==> src/rtl/eth_rxchk_pkg.sv <==
package eth_rxchk_pkg;
  localparam int          FCS_BYTES     = 4;
  localparam int          HDR_BYTES     = 14;
  localparam int          LF_HI_POS     = 12;
  localparam int          LF_LO_POS     = 13;
  localparam logic [31:0] CRC_INIT      = 32'hFFFF_FFFF;
  localparam logic [31:0] CRC_POLY_REFL = 32'hEDB8_8320;
  localparam logic [31:0] CRC_RESIDUE   = 32'hDEBB_20E3;
  localparam logic [15:0] TYPE_MIN      = 16'h0600;

  // One byte of reflected CRC-32, least significant bit first.
  function automatic logic [31:0] crc_byte(input logic [31:0] c, input logic [7:0] d);
    logic [31:0] r;
    r = c;
    for (int b = 0; b < 8; b++) begin
      if (r[0] ^ d[b]) r = (r >> 1) ^ CRC_POLY_REFL;
      else             r = r >> 1;
    end
    return r;
  endfunction
endpackage

==> src/rtl/rxchk_crc.sv <==
module rxchk_crc
  import eth_rxchk_pkg::*;
(
  input  logic        clk,
  input  logic        rst,
  input  logic        step,
  input  logic        restart,
  input  logic [7:0]  data,
  output logic [31:0] crc_nx
);
  logic [31:0] crc_q;

  always_comb crc_nx = crc_byte(restart ? CRC_INIT : crc_q, data);

  always_ff @(posedge clk) begin
    if (rst)       crc_q <= CRC_INIT;
    else if (step) crc_q <= crc_nx;
  end
endmodule

==> src/rtl/rxchk_len.sv <==
module rxchk_len
  import eth_rxchk_pkg::*;
#(
  parameter int MAX_LEN = 1518,
  parameter int LEN_W   = 11
) (
  input  logic             clk,
  input  logic             rst,
  input  logic             step,
  input  logic             restart,
  input  logic [7:0]       data,
  output logic [LEN_W-1:0] cnt_base,
  output logic [LEN_W-1:0] cnt_nx,
  output logic             over,
  output logic [15:0]      lf_nx
);
  logic [LEN_W-1:0] cnt_q;
  logic [15:0]      lf_q;

  always_comb begin
    cnt_base = restart ? '0 : cnt_q;
    // Saturate one past the limit so the overflow stays visible.
    cnt_nx   = (cnt_base > LEN_W'(MAX_LEN)) ? cnt_base : cnt_base + 1'b1;
    over     = cnt_nx > LEN_W'(MAX_LEN);
    lf_nx[15:8] = (cnt_base == LEN_W'(LF_HI_POS)) ? data : lf_q[15:8];
    lf_nx[7:0]  = (cnt_base == LEN_W'(LF_LO_POS)) ? data : lf_q[7:0];
  end

  always_ff @(posedge clk) begin
    if (rst) begin
      cnt_q <= '0;
      lf_q  <= '0;
    end else if (step) begin
      cnt_q <= cnt_nx;
      lf_q  <= lf_nx;
    end
  end
endmodule

==> src/rtl/rxchk_fwd.sv <==
module rxchk_fwd
  import eth_rxchk_pkg::*;
#(
  parameter int LEN_W = 11
) (
  input  logic             clk,
  input  logic             rst,
  input  logic             step,
  input  logic             strip,
  input  logic             allow,
  input  logic [LEN_W-1:0] cnt_base,
  input  logic [7:0]       data,
  output logic             out_valid,
  output logic [7:0]       out_data
);
  logic [7:0] dly [FCS_BYTES];
  logic       fwd_now;
  logic [7:0] fwd_byte;

  always_ff @(posedge clk) begin
    if (step) dly[0] <= data;
  end

  for (genvar k = 1; k < FCS_BYTES; k++) begin : g_dly
    always_ff @(posedge clk) begin
      if (step) dly[k] <= dly[k-1];
    end
  end

  always_comb begin
    if (strip) begin
      fwd_now  = step && allow && (cnt_base >= LEN_W'(FCS_BYTES));
      fwd_byte = dly[FCS_BYTES-1];
    end else begin
      fwd_now  = step && allow;
      fwd_byte = data;
    end
  end

  always_ff @(posedge clk) begin
    if (rst) begin
      out_valid <= 1'b0;
      out_data  <= '0;
    end else begin
      out_valid <= fwd_now;
      if (fwd_now) out_data <= fwd_byte;
    end
  end
endmodule

==> src/rtl/eth_rxchk.sv <==
module eth_rxchk
  import eth_rxchk_pkg::*;
#(
  parameter int MIN_LEN = 64,
  parameter int MAX_LEN = 1518,
  parameter int LEN_W   = $clog2(MAX_LEN + 2)
) (
  input  logic             clk,
  input  logic             rst,
  input  logic             in_valid,
  input  logic [7:0]       in_data,
  input  logic             in_sof,
  input  logic             in_eof,
  input  logic             cfg_strip_fcs,
  input  logic             cfg_ignore_fcs,
  input  logic             cfg_len_check,
  output logic             out_valid,
  output logic [7:0]       out_data,
  output logic             done_valid,
  output logic             done_good,
  output logic [LEN_W-1:0] done_len,
  output logic             stat_fcs_err,
  output logic             stat_short,
  output logic             stat_long
);
  localparam int OVERHEAD = HDR_BYTES + FCS_BYTES;

  logic             restart, last;
  logic [31:0]      crc_nx;
  logic [LEN_W-1:0] cnt_base, cnt_nx, len_c;
  logic             over;
  logic [15:0]      lf_nx;
  logic             short_c, crc_ok, lf_bad, good_c;

  assign restart = in_valid && in_sof;
  assign last    = in_valid && in_eof;

  rxchk_crc u_crc (
    .clk(clk), .rst(rst), .step(in_valid), .restart(restart),
    .data(in_data), .crc_nx(crc_nx)
  );

  rxchk_len #(.MAX_LEN(MAX_LEN), .LEN_W(LEN_W)) u_len (
    .clk(clk), .rst(rst), .step(in_valid), .restart(restart), .data(in_data),
    .cnt_base(cnt_base), .cnt_nx(cnt_nx), .over(over), .lf_nx(lf_nx)
  );

  rxchk_fwd #(.LEN_W(LEN_W)) u_fwd (
    .clk(clk), .rst(rst), .step(in_valid), .strip(cfg_strip_fcs), .allow(!over),
    .cnt_base(cnt_base), .data(in_data), .out_valid(out_valid), .out_data(out_data)
  );

  always_comb begin
    short_c = cnt_nx < LEN_W'(MIN_LEN);
    crc_ok  = crc_nx == CRC_RESIDUE;
    lf_bad  = cfg_len_check && !short_c && !over && (lf_nx < TYPE_MIN) &&
              ((32'(cnt_nx) - 32'(OVERHEAD)) < 32'(lf_nx));
    good_c  = !short_c && !over && !lf_bad && (crc_ok || cfg_ignore_fcs);
    if (!cfg_strip_fcs)                    len_c = cnt_nx;
    else if (cnt_nx < LEN_W'(FCS_BYTES))   len_c = '0;
    else                                   len_c = cnt_nx - LEN_W'(FCS_BYTES);
  end

  always_ff @(posedge clk) begin
    if (rst) begin
      done_valid   <= 1'b0;
      done_good    <= 1'b0;
      done_len     <= '0;
      stat_fcs_err <= 1'b0;
      stat_short   <= 1'b0;
      stat_long    <= 1'b0;
    end else begin
      done_valid   <= last;
      done_good    <= last && good_c;
      if (last) done_len <= len_c;
      stat_fcs_err <= last && (!crc_ok || lf_bad);
      stat_short   <= last && short_c;
      stat_long    <= last && over;
    end
  end
endmodule

==> config.mk <==
export PLATFORM = sky130hd
export DESIGN_NAME = eth_rxchk
export DESIGN_NICKNAME = d
export VERILOG_FILES = /design/src/rtl/eth_rxchk_pkg.sv /design/src/rtl/rxchk_crc.sv /design/src/rtl/rxchk_len.sv /design/src/rtl/rxchk_fwd.sv /design/src/rtl/eth_rxchk.sv
export SDC_FILE = /design/constraint.sdc
export NUM_CORES = 1
export LEC_CHECK = 0
export BUFFER_PORTS_ARGS = -buffer_cell sky130_fd_sc_hd__buf_2
export CELL_PAD_IN_SITES_DETAIL_PLACEMENT = 0
export CELL_PAD_IN_SITES_GLOBAL_PLACEMENT = 1
export CORE_MARGIN = 5
export CORE_UTILIZATION = 27
export CTS_CLUSTER_DIAMETER = 40
export DETAILED_ROUTE_END_ITERATION = 7
export MAX_ROUTING_LAYER = met4
export PLACE_DENSITY_LB_ADDON = 0.12
export SLEW_MARGIN = 5
export SYNTH_ARGS = -nofsm -noshare
export SYNTH_HDL_FRONTEND = slang
export SYNTH_SLANG_ARGS = --single-unit
==> constraint.sdc <==
create_clock -name clk -period 12.2 [get_ports clk]
set_input_delay 1.83 -clock clk [delete_from_list [all_inputs] [get_ports clk]]
set_output_delay 1.83 -clock clk [all_outputs]
set_load 0.01 [all_outputs]
==> out/qor.txt <==
power density over the cells = 189 mW/mm^2
Final GP Congestion = 0.833
WHS = 0.420 ns
data required time of the worst path = 12.56 ns
Worst Clk Skew = 0.0193 ns
post-CTS sizing = 0
Reg clk slew, reported paths = 0.06 ns
Pleak = 3.28 nW
EDFF count, synth = 32
RSZ-0062 raised after global routing = no
Worst Hold Launch = u_fwd.dly[0][7]
PortBufs = 40
Arrival @ worst endpoint = 7.00 ns
Netlist cell types = 73
Worst Path Max Fanout = 36
layout cells sized above 1 = 13.3%
slowest CP cell = or3b_2
IO Count = 41
clock net sink count = 116
vias in the first global route = 5560
Worst path max stage delay = 0.54 ns
Die H = 172 um
ys async rst share = 0%
Ys Warns = 0
Critical Path Start Type = input port
Die Span X = 172 um
register area share after synthesis = 37.5%
Layout area overhead = 14.7%
Slew Limit Headroom = 35.3%
# diodes = 0
Setup Buffers After CTS = 0
Post-Syn Area = 0.00704 mm^2
Congestion Overflow GR = 0
H-tree levels = 4
reg-to-reg critical path endpoint = done_good
Max-Cap Viols = 0
worst slew pin tran = 0.968 ns
CTS buffer count = 17
root buffer cell = clkbuf_16
clock latency on the worst-skew pair = 0.43 ns
syn_area_per_cell = 9.12 um^2
CTS tree = built
global-route wire length before repair = 33000 um
final setup fails = 0
# rows = 59
Syn Nets = 809
crit path time final = 6.63 ns
Die Area = 0.0294 mm^2
CP Cell Sequence = buf_2, buf_4, nand2_2, nand2_1, inv_1, ha_1, and3_1, nand4_1, or3b_2, xnor2_1, nor2b_1, nand2_1, nor2_1, ha_1, nand4_1, nor2_1, o31ai_1, a311oi_1, nor3_1, a2111oi_0, o21a_1
reg2reg setup slack = 7.41 ns
hold crit path type = flop to flop
VDD IR max = 0.0000814 V
min setup slack post-route = 5.57 ns
count of final hold-check violations = 0
GR Util All Layers = 15.0%
Max Clk Rate = 151 MHz
drt drc = 0
Filler Cell Count = 2708
1st-pass router iterations = 5
via count of the routed design = 5711
initial core utilization = 27.2%
Cells after Synth = 772
setup TNS = 0 ns
WS Path Type = input port to flop
Reg2Reg Depth = 18
largest net degree at the start of global routing = 51
core box area = 0.0259 mm^2
number of antenna violations at the first check in global routing = 0
dpl ws = 5.19 ns
WL/cell = 18.5 um
Initial DRC Count = 339
post-detail-place hpwl = 14600 um
hold_buf cts = 0
Antenna Nets Post-Route = 0
Worst Hold End = u_fwd.dly[1][7]
flop and latch count out of synthesis = 116
Tcrit/Tclk final = 54.4%
Hold Path Stages = 0
status = complete, no violations
final net count = 824
Worst setup EP type = flop
final WL = 21000 um
top_reg_cell synth = dfxtp_1
Slew Limit Fails = 0
Longest Clk Path Bufs = 2
Crit Reg-Reg Startpoint = u_len.cnt_q[0]
Via-to-Cell Ratio = 5.03
-- worst max-delay path by stage --
stage / startpoint / endpoint / slack, ns / cells past startpoint
after floorplan: in_sof / done_good / 6.12 / 22
after global routing: in_sof / done_good / 4.95 / 21
after global placement: in_sof / done_good / 5.37 / 21
after detailed placement: in_sof / done_good / 5.19 / 21
after CTS: in_sof / done_good / 5.59 / 21
final: in_sof / done_good / 5.57 / 21
-- layout by cell type, fill, tap and decap left out, types with 21 or more instances in the layout --
cell      netlist  routed
nor2_1        111     111
dfxtp_1        84      84
nand2_1        65      65
xnor2_1        52      52
buf_2          17      39
o21ai_0        38      38
edfxtp_1       32      32
xor2_1         28      28
a21oi_1        26      26
mux2i_1        26      26
a211oi_1       24      24
ha_1           21      21
-- area by class of cell --
cell class                 instances  area (um^2)  area share (%)
clock buffer                      17          425            5.27
inverter                          12         45.0           0.558
clock inverter                    15          153            1.89
tap                              335          419            5.19
sequential                       116         2640            32.7
multi-input combinational        593         4140            51.2
timing repair buffer              47          255            3.16
-- registers in the layout, summed over array words and instances (netlist names) --
| register | count |
|---|---|
| done_len | 11 |
| u_fwd.out_valid | 1 |
| done_valid | 1 |
| stat_short | 1 |
| done_good | 1 |
| u_len.lf_q | 16 |
| u_fwd.out_data | 8 |
| u_fwd.dly | 32 |
| stat_long | 1 |
| u_crc.crc_q | 32 |
| stat_fcs_err | 1 |
| u_len.cnt_q | 11 |
-- worst max-delay path, delay by kind of cell --
kind / cells / cell delay [ns]
adder cells (fa/ha/maj): 2 / 0.45
XOR/XNOR: 1 / 0.39
buffers and inverters: 3 / 0.45
AND/OR/NAND/NOR: 11 / 2.99
AO/OA/AOI/OAI: 4 / 0.87
-- through the flow --
stage	total power, mW	utilization (%)	instance area [um^2]	instances
after global placement	1.04	28.9	7500	1103
after global routing	1.62	31.2	8080	1135
after floorplan	0.913	-	7040	772
final	1.52	31.2	8080	1135
after detailed placement	1.04	28.9	7500	1103
after CTS	1.54	31.2	8080	1135
-- cell usage after synthesis, types with 4 or more instances --
library cell | count | area share [%]
a211o_1 | 10 | 1.2
a211oi_1 | 24 | 2.6
a21o_1 | 8 | 0.85
a21oi_1 | 26 | 1.8
a22oi_1 | 4 | 0.43
a31oi_1 | 6 | 0.53
and2_1 | 11 | 0.98
and3_1 | 7 | 0.62
buf_2 | 17 | 1.2
clkbuf_1 | 28 | 1.5
dfxtp_1 | 84 | 24
edfxtp_1 | 32 | 14
ha_1 | 21 | 3.7
inv_1 | 11 | 0.59
mux2i_1 | 26 | 3.7
nand2_1 | 65 | 3.5
nand2b_1 | 5 | 0.44
nand3_1 | 17 | 1.2
nand4_1 | 10 | 0.89
nor2_1 | 111 | 5.9
nor3_1 | 10 | 0.71
nor4_1 | 4 | 0.36
o2111ai_1 | 4 | 0.50
o211a_1 | 4 | 0.57
o21a_1 | 8 | 0.85
o21ai_0 | 38 | 2.7
o21ai_1 | 4 | 0.28
o221a_1 | 8 | 1.3
o31ai_1 | 6 | 0.64
or2_2 | 5 | 0.44
or3_1 | 6 | 0.53
or4_1 | 4 | 0.43
xnor2_1 | 52 | 6.5
xnor3_1 | 13 | 4.2
xor2_1 | 28 | 3.5
-- power by group --
part / internal, mW / leakage, nW / switching, mW / total [mW]
clock network: 0.272 / 0.281 / 0.226 / 0.498
registers: 0.444 / 1.01 / 0.0459 / 0.490
logic: 0.252 / 1.99 / 0.284 / 0.537
total: 0.969 / 3.28 / 0.556 / 1.52
-- logic make-up (layout without fill, tap and decap cells) --
group	count (synthesis)	count (layout)	synth area share (%)
XOR/XNOR	96	96	14.9
AO/OA/AOI/OAI	175	175	17.7
AND/OR/NAND/NOR	272	272	18.2
adder cells (fa/ha/maj)	21	21	3.73
flip-flops	116	116	37.5
multiplexers	29	29	4.17
buffers and inverters	63	91	3.77
-- layer usage --
| layer | part of all wire, % | vias up | track usage (%) |
|---|---|---|---|
| li1 | - | 2796 | - |
| met1 | 49 | 2802 | 20.5 |
| met2 | 46 | 97 | 23.2 |
| met3 | 3.5 | 16 | 2.25 |
| met4 | 1.3 | 0 | 4.24 |
| met5 | 0 | - | - |
Power figures use the tool's default switching activity.
